--- src/rtl/wtile_to_linear.sv ---
module wtile_to_linear #(
  parameter int CW = 16,
  parameter int SW = 16
) (
  input  logic          clk,
  input  logic          rst_n,
  input  logic          in_valid,
  output logic          in_ready,
  input  logic [CW-1:0] x_in,
  input  logic [CW-1:0] y_in,
  input  logic [SW-1:0] stride,
  output logic          out_valid,
  input  logic          out_ready,
  output logic [CW-1:0] x_p,
  output logic [CW-1:0] y_p,
  output logic          err
);
  localparam int OW   = CW + 6;
  localparam int CNTW = $clog2(OW);

  typedef enum logic [1:0] {IDLE, BUSY, DONE} st_t;
  st_t st;

  logic [CNTW-1:0] cnt;
  logic [OW-1:0]   dvd;
  logic [SW-1:0]   rem, div;
  logic [2:0]      x_lo;
  logic [CW-1:0]   y_r;
  logic [CW-1:0]   xo, yo;
  logic            eo;

  logic [SW:0]   rem_sh, sub;
  logic          ge;
  logic [SW-1:0] rem_nx;
  logic [OW-1:0] q_fin;
  logic [4:0]    fine;
  logic          acc;

  assign acc    = in_valid && in_ready;
  assign rem_sh = {rem, dvd[OW-1]};
  assign sub    = rem_sh - {1'b0, div};
  assign ge     = ~sub[SW];
  assign rem_nx = ge ? sub[SW-1:0] : rem_sh[SW-1:0];
  assign q_fin  = {dvd[OW-2:0], ge};
  assign fine   = {x_lo[2], y_r[1], x_lo[1], y_r[0], x_lo[0]};

  assign in_ready  = (st == IDLE);
  assign out_valid = (st == DONE);
  assign x_p = xo;
  assign y_p = yo;
  assign err = eo;

  always_ff @(posedge clk) begin
    if (!rst_n) begin
      st <= IDLE; cnt <= '0; dvd <= '0; rem <= '0; div <= '0;
      x_lo <= '0; y_r <= '0; xo <= '0; yo <= '0; eo <= 1'b0;
    end else begin
      case (st)
        IDLE: if (acc) begin
          x_lo <= x_in[2:0];
          y_r  <= y_in;
          div  <= stride;
          dvd  <= {x_in[CW-1:3], y_in[5:2], 5'b0};
          rem  <= '0;
          cnt  <= '0;
          if (stride == '0) begin
            xo <= '0; yo <= '0; eo <= 1'b1; st <= DONE;
          end else begin
            eo <= 1'b0; st <= BUSY;
          end
        end
        BUSY: begin
          dvd <= q_fin;
          rem <= rem_nx;
          cnt <= cnt + 1'b1;
          if (cnt == CNTW'(OW - 1)) begin
            xo <= CW'(rem_nx) + CW'(fine);
            yo <= {y_r[CW-1:6], 6'b0} + q_fin[CW-1:0];
            st <= DONE;
          end
        end
        DONE: if (out_ready) st <= IDLE;
        default: st <= IDLE;
      endcase
    end
  end

  // nothing accepted in the cycle after an acceptance
  p_one_accept_r1: assert property (@(posedge clk) disable iff (!rst_n)
    acc |=> !in_ready);

  // remainder stays below the pitch during the divide
  p_rem_bound_r2: assert property (@(posedge clk) disable iff (!rst_n)
    (st == BUSY) |-> (rem < div));

  p_hold_r6: assert property (@(posedge clk) disable iff (!rst_n)
    (out_valid && !out_ready) |=> (out_valid && $stable(x_p) && $stable(y_p) && $stable(err)));

  p_zero_fast_r7: assert property (@(posedge clk) disable iff (!rst_n)
    (acc && stride == '0) |=> (out_valid && err));

  p_zero_data_r7: assert property (@(posedge clk) disable iff (!rst_n)
    (out_valid && err) |-> (x_p == '0 && y_p == '0));

  p_no_err_r9: assert property (@(posedge clk) disable iff (!rst_n)
    (acc && stride != '0) |=> (!err && !out_valid));
endmodule

--- config.mk ---
export PLATFORM = sky130hd
export DESIGN_NAME = wtile_to_linear
export DESIGN_NICKNAME = d
export VERILOG_FILES = /design/src/rtl/wtile_to_linear.sv
export SDC_FILE = /design/constraint.sdc
export NUM_CORES = 1
export LEC_CHECK = 0
export CAP_MARGIN = 20
export CELL_PAD_IN_SITES_DETAIL_PLACEMENT = 0
export CELL_PAD_IN_SITES_GLOBAL_PLACEMENT = 1
export CORE_AREA = 3 3 114 116
export DETAILED_ROUTE_END_ITERATION = 7
export DIE_AREA = 0 0 117 119
export DONT_BUFFER_PORTS = 1
export PLACE_DENSITY = 0.93
export RECOVER_POWER = 100
export SYNTH_ARGS = -nofsm -noshare
export SYNTH_HDL_FRONTEND = slang
export SYNTH_SLANG_ARGS = --single-unit
--- constraint.sdc ---
create_clock -name clk -period 10.4 [get_ports clk]
set_clock_uncertainty 0.2 [all_clocks]
set_input_delay 2.08 -clock clk [delete_from_list [all_inputs] [get_ports clk]]
set_output_delay 2.08 -clock clk [all_outputs]
set_load 0.1 [all_outputs]
==> metrics.yaml <==
drc_errors: 0
synth_edf_count: 0
hold_path_class: "register to register"
hold_viol_final: 0
worstSetupPathType: "register to register"
dieWidth_um: 117
p_leak_nw: 2.345
rows: 40
synth_seq_cells: 109
violations: "max-capacitance violations, max-slew violations"
cts-htree-levels: 3
critical_path.slowest_cell: "clkbuf_1"
power.density_nw_per_um2: 364.2
core_um2: 12010
cts_tree: "built"
grt_pass1_vias: 4773
seq_area_frac_synth: 0.3615
async_flop_share: 0
grt_usage: 0.2167
cpPeakStageDelay_ns: 0.79
fin_nets: 798
worstPathArrival_ns: 5.47
antenna_found_initial: 0
synth_cell_types: 57
ctsHoldBuffers: 0
slew_headroom: -0.4232
die_area_um2: 13920
cts-root-buf: "clkbuf_16"
vias_per_cell: 5.857
post_drt_wl_per_cell_um: 16.87
grt_max_degree: 99
status: "finished, violations left"
path_cells: "inv_1 > ha_1 > inv_1 > fa_1 > a211oi_1 > o31a_1 > a211oi_1 > o21a_1 > nor2_1 > clkbuf_1 > mux2i_1 > inv_1 > ha_1 > a21o_1 > a21o_1 > a21o_1 > a21oi_1 > a21oi_1 > o2111ai_1 > xor2_1 > o21ai_0"
post_cts_buffers: 0
cp_top_family: "compound AO/OA/AOI/OAI gates"
cts_buffers: 9
cp_max_fo: 20
required_ns: 10.44
fmax_mhz: 184.0
fin_area_um2: 6384
synthCells: 735
place.gp.congestion: 0.9157
drtIter0Drc: 212
ys.flop_type: "dfxtp_1"
worst_slew_pin_slew_ns: 2.135
setup_tns_ns: 0
max_cap_violations: 3
crit_buf_inv: 4
postPlaceCellArea_um2: 6107
avgSynthCellArea_um2: 8.212
wirelength_mm: 14.54
worstSetupStartpointType: "register"
critPathCaptureType: "register"
slew_viol_final: 56
setup_viol: 0
dr_total_vias: 5049
gr-total-overflow: 0
drtAntennaViolNets: 0
clk_transition_reported_paths_ns: 0.08
antennaDiodeCount: 0
post_cts_resized: 0
clkSinkCount: 109
portBuffers: 0
syn_nets: 823
clockBufferDepth: 2
yosysWarnings: 0
io_pins: 87
grt_pass1_wl_mm: 24.22
dp_hpwl_mm: 10.75
clk_latency_ns: 0.36
ir_drop_v: 0.0002290
rsz0062_at_grt: "false"
syn2layout_area_growth_pct: 5.763
netlist_area_um2: 6036
drt_first_pass_iters: 5
start_util: 0.5025
die_h_um: 119
post_route_cells_drive_above_1_share: 0.04476
fin_crit_ns: 5.436
fin_crit_sh: 0.5227
-- synthesized netlist by cell type (all sizes together) (6+ instances only) --
cell type | number | area share
xor2 | 13 | 0.019
buf | 7 | 0.0062
a21boi | 48 | 0.060
ha | 33 | 0.068
clkbuf | 36 | 0.022
a22oi | 21 | 0.026
o21ai | 35 | 0.029
and2 | 13 | 0.013
inv | 30 | 0.019
o221ai | 15 | 0.022
nor2b | 31 | 0.032
mux2 | 7 | 0.013
dfxtp | 109 | 0.36
o21a | 6 | 0.0075
nor3 | 8 | 0.0075
nor2 | 54 | 0.034
xnor2 | 19 | 0.028
a21oi | 30 | 0.025
a21o | 9 | 0.011
nand3 | 21 | 0.017
nand2 | 116 | 0.073
-- routing by layer --
layer	GRT usage	vias up	share of wire
li1	-	2524	-
met1	0.2762	2381	0.42
met2	0.3574	116	0.49
met3	0.04980	28	0.058
met4	0.07384	0	0.024
met5	0	-	0
-- per-stage QoR --
stage	total power [mW]	utilization	hold slack (ns)	setup slack, ns	instances
final	2.325	0.5315	0.2683	4.964	862
after global routing	2.508	0.5315	0.2947	4.536	862
after CTS	2.344	0.5342	0.2703	5.407	862
after detailed placement	1.978	0.5084	0.2598	5.431	846
after global placement	1.947	0.5084	0.2496	5.563	846
after floorplan	1.691	-	0.2406	5.899	735
-- cell type report --
class / instances / area [um^2]
clock buffers: 11 / 242.7
clock inverters: 5 / 66.31
fillers: 1123 / 5628
inverters: 30 / 112.6
multi-input cells: 553 / 3558
flip-flops and latches: 109 / 2182
well taps: 147 / 183.9
repair buffers: 7 / 37.54
-- logic make-up after synthesis --
family | Yosys count | synth area share
XOR/XNOR | 32 | 0.04643
buffers and inverters | 73 | 0.04726
multiplexers | 12 | 0.02135
AO/OA/AOI/OAI | 199 | 0.2309
AND/OR/NAND/NOR | 274 | 0.2141
adder cells (fa/ha/maj) | 36 | 0.07836
flip-flops | 109 | 0.3615
-- power by group --
| group | internal [mW] | switching (mW) | leakage, nW |
|---|---|---|---|
| Clock | 0.197 | 0.165 | 0.148 |
| Sequential | 0.475 | 0.0703 | 0.888 |
| Combinational | 0.584 | 0.835 | 1.31 |
| Total | 1.26 | 1.07 | 2.34 |
-- worst reg2reg max path: stages (launching register included) --
cell and delay, ns:
dfxtp_1 0.32, inv_1 0.05, ha_1 0.15, inv_1 0.05, fa_1 0.43, a211oi_1 0.23, o31a_1 0.34, a211oi_1 0.19
o21a_1 0.28, nor2_1 0.11, clkbuf_1 0.79, mux2i_1 0.41, inv_1 0.08, ha_1 0.29, a21o_1 0.18, a21o_1 0.20
a21o_1 0.18, a21oi_1 0.34, a21oi_1 0.14, o2111ai_1 0.12, xor2_1 0.15, o21ai_0 0.08
-- flip-flops by register name, summed over array words and instances (netlist names) --
name / flops
x_lo: 3
rem: 16
x_p: 16
div: 16
err: 1
cnt: 5
st: 2
y_p: 16
dvd: 22
y_r: 12
-- cell usage in the layout (no fill, tap or decap), drive strengths merged, types with 19 or more instances in the layout --
cell      n
xnor2    19
nor2b    31
nand2   116
a21boi   48
nand3    21
dfxtp   109
a22oi    21
nor2     54
inv      32
a21oi    30
o21ai    35
ha       33
-- worst paths after layout --
path | from | slack (ns) | cells past startpoint | to
setup / recovery | dvd[21] | 4.96 | 21 | x_p[15]
hold / removal | div[8] | 0.27 | 2 | div[8]
setup reg to reg | dvd[21] | 4.96 | 21 | x_p[15]
hold reg to reg | div[8] | 0.27 | 2 | div[8]
(Power assumes the default switching activity.)
